<file path="src/rtl/prot_pkg.sv">
package prot_pkg;

    localparam int LVL_W = 2;
    localparam int RGN_W = 2;
    localparam int BOOT_W = 2;

    localparam logic [LVL_W-1:0] LVL0 = 2'b00;
    localparam logic [LVL_W-1:0] LVL1 = 2'b01;
    localparam logic [LVL_W-1:0] LVL2 = 2'b10;
    localparam logic [LVL_W-1:0] LVL_BAD = 2'b11;

    localparam logic [RGN_W-1:0] RGN_GEN = 2'b00;
    localparam logic [RGN_W-1:0] RGN_FLASH = 2'b01;
    localparam logic [RGN_W-1:0] RGN_PSRAM = 2'b10;
    localparam logic [RGN_W-1:0] RGN_BKUP = 2'b11;

    localparam logic [BOOT_W-1:0] BOOT_FLASH = 2'b00;

    typedef enum logic [1:0] {
        ST_LOAD  = 2'b00,
        ST_RUN   = 2'b01,
        ST_ERASE = 2'b10
    } prot_st_e;

    // Anything that is not a known lower level fails secure to the top level.
    function automatic logic [LVL_W-1:0] sanitize_lvl(input logic [LVL_W-1:0] raw);
        logic [LVL_W-1:0] res;
        case (raw)
            LVL0:    res = LVL0;
            LVL1:    res = LVL1;
            default: res = LVL2;
        endcase
        return res;
    endfunction

endpackage

</file>
<file path="src/rtl/prot_level_fsm.sv">
module prot_level_fsm
    import prot_pkg::*;
(
    input  logic              clk_i,
    input  logic              rst_ni,
    input  logic [LVL_W-1:0]  opt_level_i,
    input  logic              req_valid_i,
    input  logic [LVL_W-1:0]  req_level_i,
    input  logic              erase_done_i,
    output prot_st_e          st_o,
    output logic [LVL_W-1:0]  level_o,
    output logic              req_err_o
);

    typedef struct packed {
        prot_st_e          st;
        logic [LVL_W-1:0]  lvl;
        logic              err;
    } fsm_t;

    localparam fsm_t FSM_RST = '{st: ST_LOAD, lvl: LVL2, err: 1'b0};

    fsm_t fsm_d, fsm_q;
    logic req_bad;

    always_comb begin
        req_bad = (fsm_q.lvl == LVL2) || (req_level_i == LVL_BAD) ||
                  (req_level_i == fsm_q.lvl);
        fsm_d     = fsm_q;
        fsm_d.err = 1'b0;
        case (fsm_q.st)
            ST_LOAD: begin
                fsm_d.st  = ST_RUN;
                fsm_d.lvl = sanitize_lvl(opt_level_i);
                fsm_d.err = req_valid_i;
            end
            ST_RUN: begin
                if (req_valid_i) begin
                    if (req_bad) begin
                        fsm_d.err = 1'b1;
                    end else if (req_level_i > fsm_q.lvl) begin
                        fsm_d.lvl = req_level_i;
                    end else begin
                        // only level 1 -> level 0 reaches here
                        fsm_d.st = ST_ERASE;
                    end
                end
            end
            ST_ERASE: begin
                fsm_d.err = req_valid_i;
                if (erase_done_i) begin
                    fsm_d.st  = ST_RUN;
                    fsm_d.lvl = LVL0;
                end
            end
            default: fsm_d = FSM_RST;
        endcase
    end

    always_ff @(posedge clk_i or negedge rst_ni) begin
        if (!rst_ni) fsm_q <= FSM_RST;
        else         fsm_q <= fsm_d;
    end

    assign st_o      = fsm_q.st;
    assign level_o   = fsm_q.lvl;
    assign req_err_o = fsm_q.err;

endmodule

</file>
<file path="src/rtl/prot_access_chk.sv">
module prot_access_chk
    import prot_pkg::*;
(
    input  prot_st_e           st_i,
    input  logic [LVL_W-1:0]   level_i,
    input  logic               acc_dbg_i,
    input  logic [RGN_W-1:0]   acc_region_i,
    input  logic [BOOT_W-1:0]  boot_src_i,
    output logic               deny_o
);

    logic guarded;
    logic user_ok;

    always_comb begin
        guarded = (acc_region_i == RGN_FLASH) || (acc_region_i == RGN_PSRAM);
        user_ok = (boot_src_i == BOOT_FLASH);
        if (st_i == ST_ERASE) begin
            deny_o = acc_dbg_i || (acc_region_i != RGN_GEN);
        end else if (level_i == LVL0) begin
            deny_o = 1'b0;
        end else begin
            // load cycle carries level 2, so it falls here as well
            deny_o = guarded && (acc_dbg_i || !user_ok);
        end
    end

endmodule

</file>
<file path="src/rtl/prot_dbg_gate.sv">
module prot_dbg_gate
    import prot_pkg::*;
#(
    parameter int N_DBG_FEAT = 4
) (
    input  prot_st_e                st_i,
    input  logic [LVL_W-1:0]        level_i,
    input  logic                    opt_wr_i,
    output logic [N_DBG_FEAT-1:0]   debug_en_o,
    output logic                    opt_wr_en_o
);

    logic feat_ok;
    logic opt_open;

    assign feat_ok  = (st_i != ST_LOAD) && (level_i != LVL2);
    assign opt_open = (st_i == ST_RUN) && (level_i != LVL2);

    for (genvar g = 0; g < N_DBG_FEAT; g++) begin : g_feat
        assign debug_en_o[g] = feat_ok;
    end

    assign opt_wr_en_o = opt_wr_i && opt_open;

endmodule

</file>
<file path="src/rtl/prot_level_ctrl.sv">
module prot_level_ctrl
    import prot_pkg::*;
#(
    parameter int N_DBG_FEAT  = 4,
    parameter int N_ERASE_RGN = 3
) (
    input  logic                     clk_i,
    input  logic                     rst_ni,
    input  logic [1:0]               opt_level_i,
    input  logic                     req_valid_i,
    input  logic [1:0]               req_level_i,
    output logic                     req_err_o,
    output logic [1:0]               level_o,
    output logic [N_ERASE_RGN-1:0]   erase_req_o,
    input  logic                     erase_done_i,
    input  logic                     acc_valid_i,
    input  logic                     acc_dbg_i,
    input  logic [1:0]               acc_region_i,
    input  logic [1:0]               boot_src_i,
    output logic                     rsp_valid_o,
    output logic                     rsp_err_o,
    output logic [N_DBG_FEAT-1:0]    debug_en_o,
    input  logic                     opt_wr_i,
    output logic                     opt_wr_en_o
);

    typedef struct packed {
        logic vld;
        logic err;
    } rsp_t;

    prot_st_e         fsm_st;
    logic [LVL_W-1:0] fsm_lvl;
    logic             deny;
    rsp_t             rsp_d, rsp_q;

    prot_level_fsm u_fsm (
        .clk_i        (clk_i),
        .rst_ni       (rst_ni),
        .opt_level_i  (opt_level_i),
        .req_valid_i  (req_valid_i),
        .req_level_i  (req_level_i),
        .erase_done_i (erase_done_i),
        .st_o         (fsm_st),
        .level_o      (fsm_lvl),
        .req_err_o    (req_err_o)
    );

    prot_access_chk u_chk (
        .st_i         (fsm_st),
        .level_i      (fsm_lvl),
        .acc_dbg_i    (acc_dbg_i),
        .acc_region_i (acc_region_i),
        .boot_src_i   (boot_src_i),
        .deny_o       (deny)
    );

    prot_dbg_gate #(.N_DBG_FEAT(N_DBG_FEAT)) u_gate (
        .st_i        (fsm_st),
        .level_i     (fsm_lvl),
        .opt_wr_i    (opt_wr_i),
        .debug_en_o  (debug_en_o),
        .opt_wr_en_o (opt_wr_en_o)
    );

    always_comb begin
        rsp_d.vld = acc_valid_i;
        rsp_d.err = acc_valid_i && deny;
    end

    always_ff @(posedge clk_i or negedge rst_ni) begin
        if (!rst_ni) rsp_q <= '0;
        else         rsp_q <= rsp_d;
    end

    for (genvar r = 0; r < N_ERASE_RGN; r++) begin : g_erase
        assign erase_req_o[r] = (fsm_st == ST_ERASE);
    end

    assign level_o     = fsm_lvl;
    assign rsp_valid_o = rsp_q.vld;
    assign rsp_err_o   = rsp_q.err;

endmodule

</file>
<file path="config.mk">
export PLATFORM = sky130hd
export DESIGN_NAME = prot_level_ctrl
export DESIGN_NICKNAME = d
export VERILOG_FILES = /design/src/rtl/prot_pkg.sv /design/src/rtl/prot_level_fsm.sv /design/src/rtl/prot_access_chk.sv /design/src/rtl/prot_dbg_gate.sv /design/src/rtl/prot_level_ctrl.sv
export SDC_FILE = /design/constraint.sdc
export NUM_CORES = 1
export LEC_CHECK = 0
export ABC_AREA = 0
export BUFFER_PORTS_ARGS = -buffer_cell sky130_fd_sc_hd__buf_2
export CAP_MARGIN = 20
export CORE_MARGIN = 2
export CORE_UTILIZATION = 37
export DETAILED_ROUTE_END_ITERATION = 7
export PLACE_DENSITY = 0.71
export REMOVE_ABC_BUFFERS = 1
export SYNTH_ARGS = -nofsm -noshare
export SYNTH_HDL_FRONTEND = slang
export SYNTH_SLANG_ARGS = --single-unit
export TNS_END_PERCENT = 100
</file>
<file path="constraint.sdc">
create_clock -name clk_i -period 1.95 [get_ports clk_i]
set_input_delay 0.0975 -clock clk_i [delete_from_list [all_inputs] [get_ports clk_i]]
set_output_delay 0.0975 -clock clk_i [all_outputs]
set_load 0.02 [all_outputs]
</file>
After elaboration in Yosys (flattened, before gate mapping). Cells that the tools add are included. W data, S select, Z words.

Bits in registers: 7. Output and inout port bits: 13. Logic and storage cells: 49.

$lt $le $gt $ge: 1. Eq/ne operators: 14. Multiplexer cells: 10. Reduce and logical (&&, ||, !) cells: 19.

Operators by type and width (count): $pmux W5 S3 (1); $eq A2 B2 Y1 const B (4); $logic_not A2 Y1 (4); $mux W4 (2); $ne A2 B2 Y1 const B (4); $reduce_and A4 Y1 (2); $eq A2 B1 Y1 const B (3); $logic_and A1 B1 Y1 (5); $logic_or A1 B1 Y1 (5); $mux W5 (1); $mux W2 (2); $ne A2 B1 Y1 const B (2); $pmux W2 S2 (1); $reduce_bool A2 Y1 (2); $mux W1 (3); $eq A2 B2 Y1 (1); $gt A2 B2 Y1 (1); $logic_not A1 Y1 (1).

Longest topological paths before layout.
Word-level depth: 7. Gate-level depth with buffers: 6.

Modules after synthesis. From an unflattened synthesis, not the netlist that was laid out.

Cell total of the unflattened synthesis: 56. Area total of the unflattened synthesis: 543.0 sq um.

Modules (own cells, without submodules): prot_level_fsm (instances 1, cells an instance 33, area an instance 325.3 sq um, seq. area each 126.4 sq um); prot_level_ctrl (instances 1, cells an instance 6, area an instance 85.1 sq um, seq. area each 50.0 sq um); prot_access_chk (instances 1, cells an instance 8, area an instance 67.6 sq um, seq. area each 0.0 sq um); prot_dbg_gate (instances 1, cells an instance 9, area an instance 65.1 sq um, seq. area each 0.0 sq um).

Least setup slack after synthesis. OpenSTA, ideal clock, no wires.

Path type: flip-flop to flip-flop. Start point: register u_fsm.fsm_q, in the netlist u_fsm.level_o[1]. End point: register u_fsm.fsm_q, in the netlist u_fsm.level_o[0]. Setup time: 0.125 ns. Data arrival time: 1.846 ns. Data required time: 1.825 ns. Slack: -0.021 ns. Cell stages (with the launch flop): 7. Buffers on the path: 0. Period minus slack after synthesis: 1.971 ns. Path through: dfstp_2 -> inv_1 -> ha_1 -> nor2b_1 -> o211a_1 -> a32o_2 -> mux2_4.

Longest elaborated chain between the ends: 5.

Ends and longest elaborated chain: start: declaration (line prot_level_fsm.sv:23) `fsm_t fsm_d, fsm_q;`; start signal: assignment (line prot_level_fsm.sv:62) `else fsm_q <= fsm_d;`; $eq A2 B2 Y1 (line prot_level_fsm.sv:27) `req_bad = (fsm_q.lvl == LVL2) || (req_level_i == LVL_BAD) ||`; $logic_or A1 B1 Y1 (2 in a row) (line prot_level_fsm.sv:27); $ne A2 B2 Y1 (no source line); $reduce_and A4 Y1 (no source line) *.

Mark *: on every way between the ends. The rest lies on a longest branch, timed or not. A chain may end at the register's enable or synchronous reset.

Final worst setup path. Same ends and word-level chain as after synthesis.

==> metrics <==
Top Ports=28; Port Buffer Count=27; Power Density=1463 mW/mm2; Syn-to-layout area delta=33.58%; Routed wire per std cell=11.55 um; CP Class=register to register; crit path capture type=register; clock skew=6.594 ps; worst setup margin=102.9 ps; Largest stage delay, worst path=520 ps; Std-Cell Rows=13; initial antenna violation count=0; Achievable Freq=541.4 MHz; register bit total from synthesis=7; Max Slew Vio Count=0; Initial Util=39.44%; grt ovf=0; multi-input combinational cell area=274.0 um2; Final Critical Period=1847 ps; Seq. cell area=176.4 um2; root buffer cell=clkbuf_4; first-pass GRT wire length=1.676 mm; fin crit share=94.72%; share of layout cells above drive strength 1=45.12%; largest net degree at the start of global routing=12; Detail Route Antenna Nets=0; Cells after DPL=91; insertion delay to the later sink of the worst-skew pair=250 ps; pre-CTS WS=28.46 ps; Seq/Total Area, Yosys=34.81%; worst reg-to-reg path cell count=6; Final Non-Filler Cells=97; clock slew at reported path FFs=50 ps; total clock buffers created by CTS=3; Post-DP Area=618.1 um2; TritonCTS clock tree=yes; GP Congestion=0.7844; Final Instance Area=676.9 um2; synth warn=0; GRT Util Overall=15.93%; Slowest cell on crit path=dfstp_2; cell count after synthesis=55; grt met1 use=19.60%; synthesized cell area=506.7 um2; routed wire length=1.120 mm; RSZ-0062 raised after global routing=false; die area=0.001681 mm2; Yosys cell types=29; global routing's busiest layer=met2; n_diodes=0; die span in x=41.01 um; leakage power=0.3645 nW; drt first-iter violations=2; DP HPWL=885 um; drt pass-1 iters=4; Cells on Worst Hold Path=2; Avg Vias per Cell=4.918; routed vias=477; DRC viols=0; met3 Use GR=9.783%; met2 GRT Util=25.00%; Max Fanout on Critical Path=3; Layout fillers=134; HP Class=primary input to register; worst-margin pin slew=323.5 ps; postcts setup bufs=0; final hold viol count=0; # nets final=101; vias in the first global route=413; status=completed; # H-tree levels=1; worst path required time=2090 ps; Core ar.=0.001285 mm2; endpoints failing setup=0; max_cap viols=0; Rel. slew slack=78.39%; clock sink total=7; Max VDD drop=0.8757 mV; Arr. time, crit path=1980 ps; Bufs on Longest Clock Path=2; crit path cell chain=inv_1, ha_4, nor2b_1, o211a_1, a32o_2, mux2_4; Avg Cell Area, Syn=9.213 um2; CP Launch Type=register; die height=41.01 um
## layout make-up
class	count	area share [%]
multi-input cells	36	40.48
flip-flops and latches	7	26.06
repair buffers	30	24.03
clock buffers	4	3.882
inverters	5	2.773
well taps	15	2.773
## kinds of logic after synthesis
| kind of cell | Yosys count | synth area share [%] |
|---|---|---|
| flops | 7 | 34.81 |
| simple gates | 19 | 20.00 |
| mux | 2 | 4.937 |
| buf+inv | 12 | 13.58 |
| fa+ha+maj | 3 | 7.408 |
| compound gates | 12 | 19.26 |
## stage by stage
step | power [mW] | setup TNS [ps] | hold slack, ps | utilization [%]
after global placement | 0.8369 | 0 | -67.04 | 48.10
after global routing | 1.079 | 0 | 117.7 | 52.68
final | 0.9904 | 0 | 122.2 | 52.68
after detailed placement | 0.8448 | 0 | -62.75 | 48.10
after CTS | 0.9814 | 0 | 116.0 | 51.70
after floorplan | 0.6593 | -20.86 | -198.1 | -
## worst max-delay path: cells and delay by family, from the launching register on
family / cells / cell delay [ps]
DFF: 1 / 520
AOI/OAI and AO/OA: 2 / 500
muxes: 1 / 290
adders and majority gates: 1 / 230
and+or+nand+nor: 1 / 140
buffers and inverters: 1 / 70
## power by group
| group | internal (mW) | switching [mW] | leakage (nW) |
|---|---|---|---|
| clock | 0.0779 | 0.0506 | 0.0150 |
| combinational | 0.265 | 0.347 | 0.265 |
| sequential | 0.198 | 0.0527 | 0.0845 |
## layout by cell type, fill, tap and decap left out
cell type	n
buf_2	27
dfrtp_1	6
inv_1	5
nor2_1	4
nand2_1	4
nor2b_1	3
clkbuf_4	3
a21oi_1	2
nor3b_1	2
ha_1	2
dlygate4sd3_1	2
and2b_1	1
a221oi_2	1
o21ai_0	1
and2_1	1
o21a_1	1
nor3_1	1
o221a_2	1
a31oi_1	1
o211a_1	1
nand2b_1	1
or2_1	1
a32o_2	1
mux2_4	1
a22oi_1	1
mux2i_1	1
nand4_1	1
o22ai_1	1
a21o_1	1
ha_4	1
clkbuf_1	1
buf_4	1
dfstp_2	1
## synthesized netlist by cell type
library cell	number	area (um2)
o21ai_0	1	5.000
nor3b_1	2	15.01
a32o_2	1	11.26
buf_2	1	5.000
dfrtp_1	6	150.1
ha_1	3	37.54
or2_1	1	6.260
a21o_1	1	7.510
a22oi_1	1	7.510
o221a_2	1	11.26
and2b_1	1	7.510
nor2_1	4	15.01
a31oi_1	1	6.260
o21a_1	1	7.510
nor2b_1	3	18.77
o211a_1	1	10.01
nand4_1	1	6.260
inv_1	5	18.77
buf_4	6	45.04
o22ai_1	1	6.260
nor3_1	1	5.000
mux2i_1	1	10.01
dfstp_2	1	26.28
nand2b_1	1	6.260
and2_1	1	6.260
nand2_1	4	15.01
a221oi_2	1	15.01
mux2_4	1	15.01
a21oi_1	2	10.01
## final timing paths
path | start | end | slack, ps
worst min-delay path | req_valid_i | u_fsm.req_err_o | 120
min in group asynchronous | rst_ni | u_fsm.req_err_o | 220
max in group asynchronous | rst_ni | u_fsm.level_o[1] | 1490
worst min register to register | u_fsm.level_o[1] | u_fsm.level_o[1] | 560
worst max-delay path | u_fsm.level_o[1] | u_fsm.level_o[0] | 100
worst max register to register | u_fsm.level_o[1] | u_fsm.level_o[0] | 100
## what timing repair did
action	4_1_cts	5_1_grt
endpoints found under the setup margin	0	1
hold buffers	2	0
gates resized for setup	0	1
endpoints found under the hold margin	8	0
## state kept, by name, indices dropped and copies added, names as in the netlist
register and cells:
rsp_err_o 1, rsp_valid_o 1, u_fsm.level_o 2, u_fsm.req_err_o 1
u_fsm.st_o 2
## routing by layer
layer	vias up	routed length, um
met5	-	0
met4	0	0
met3	0	110
met2	23	504
met1	215	506
li1	239	-
Power figures use the tool's default switching activity.
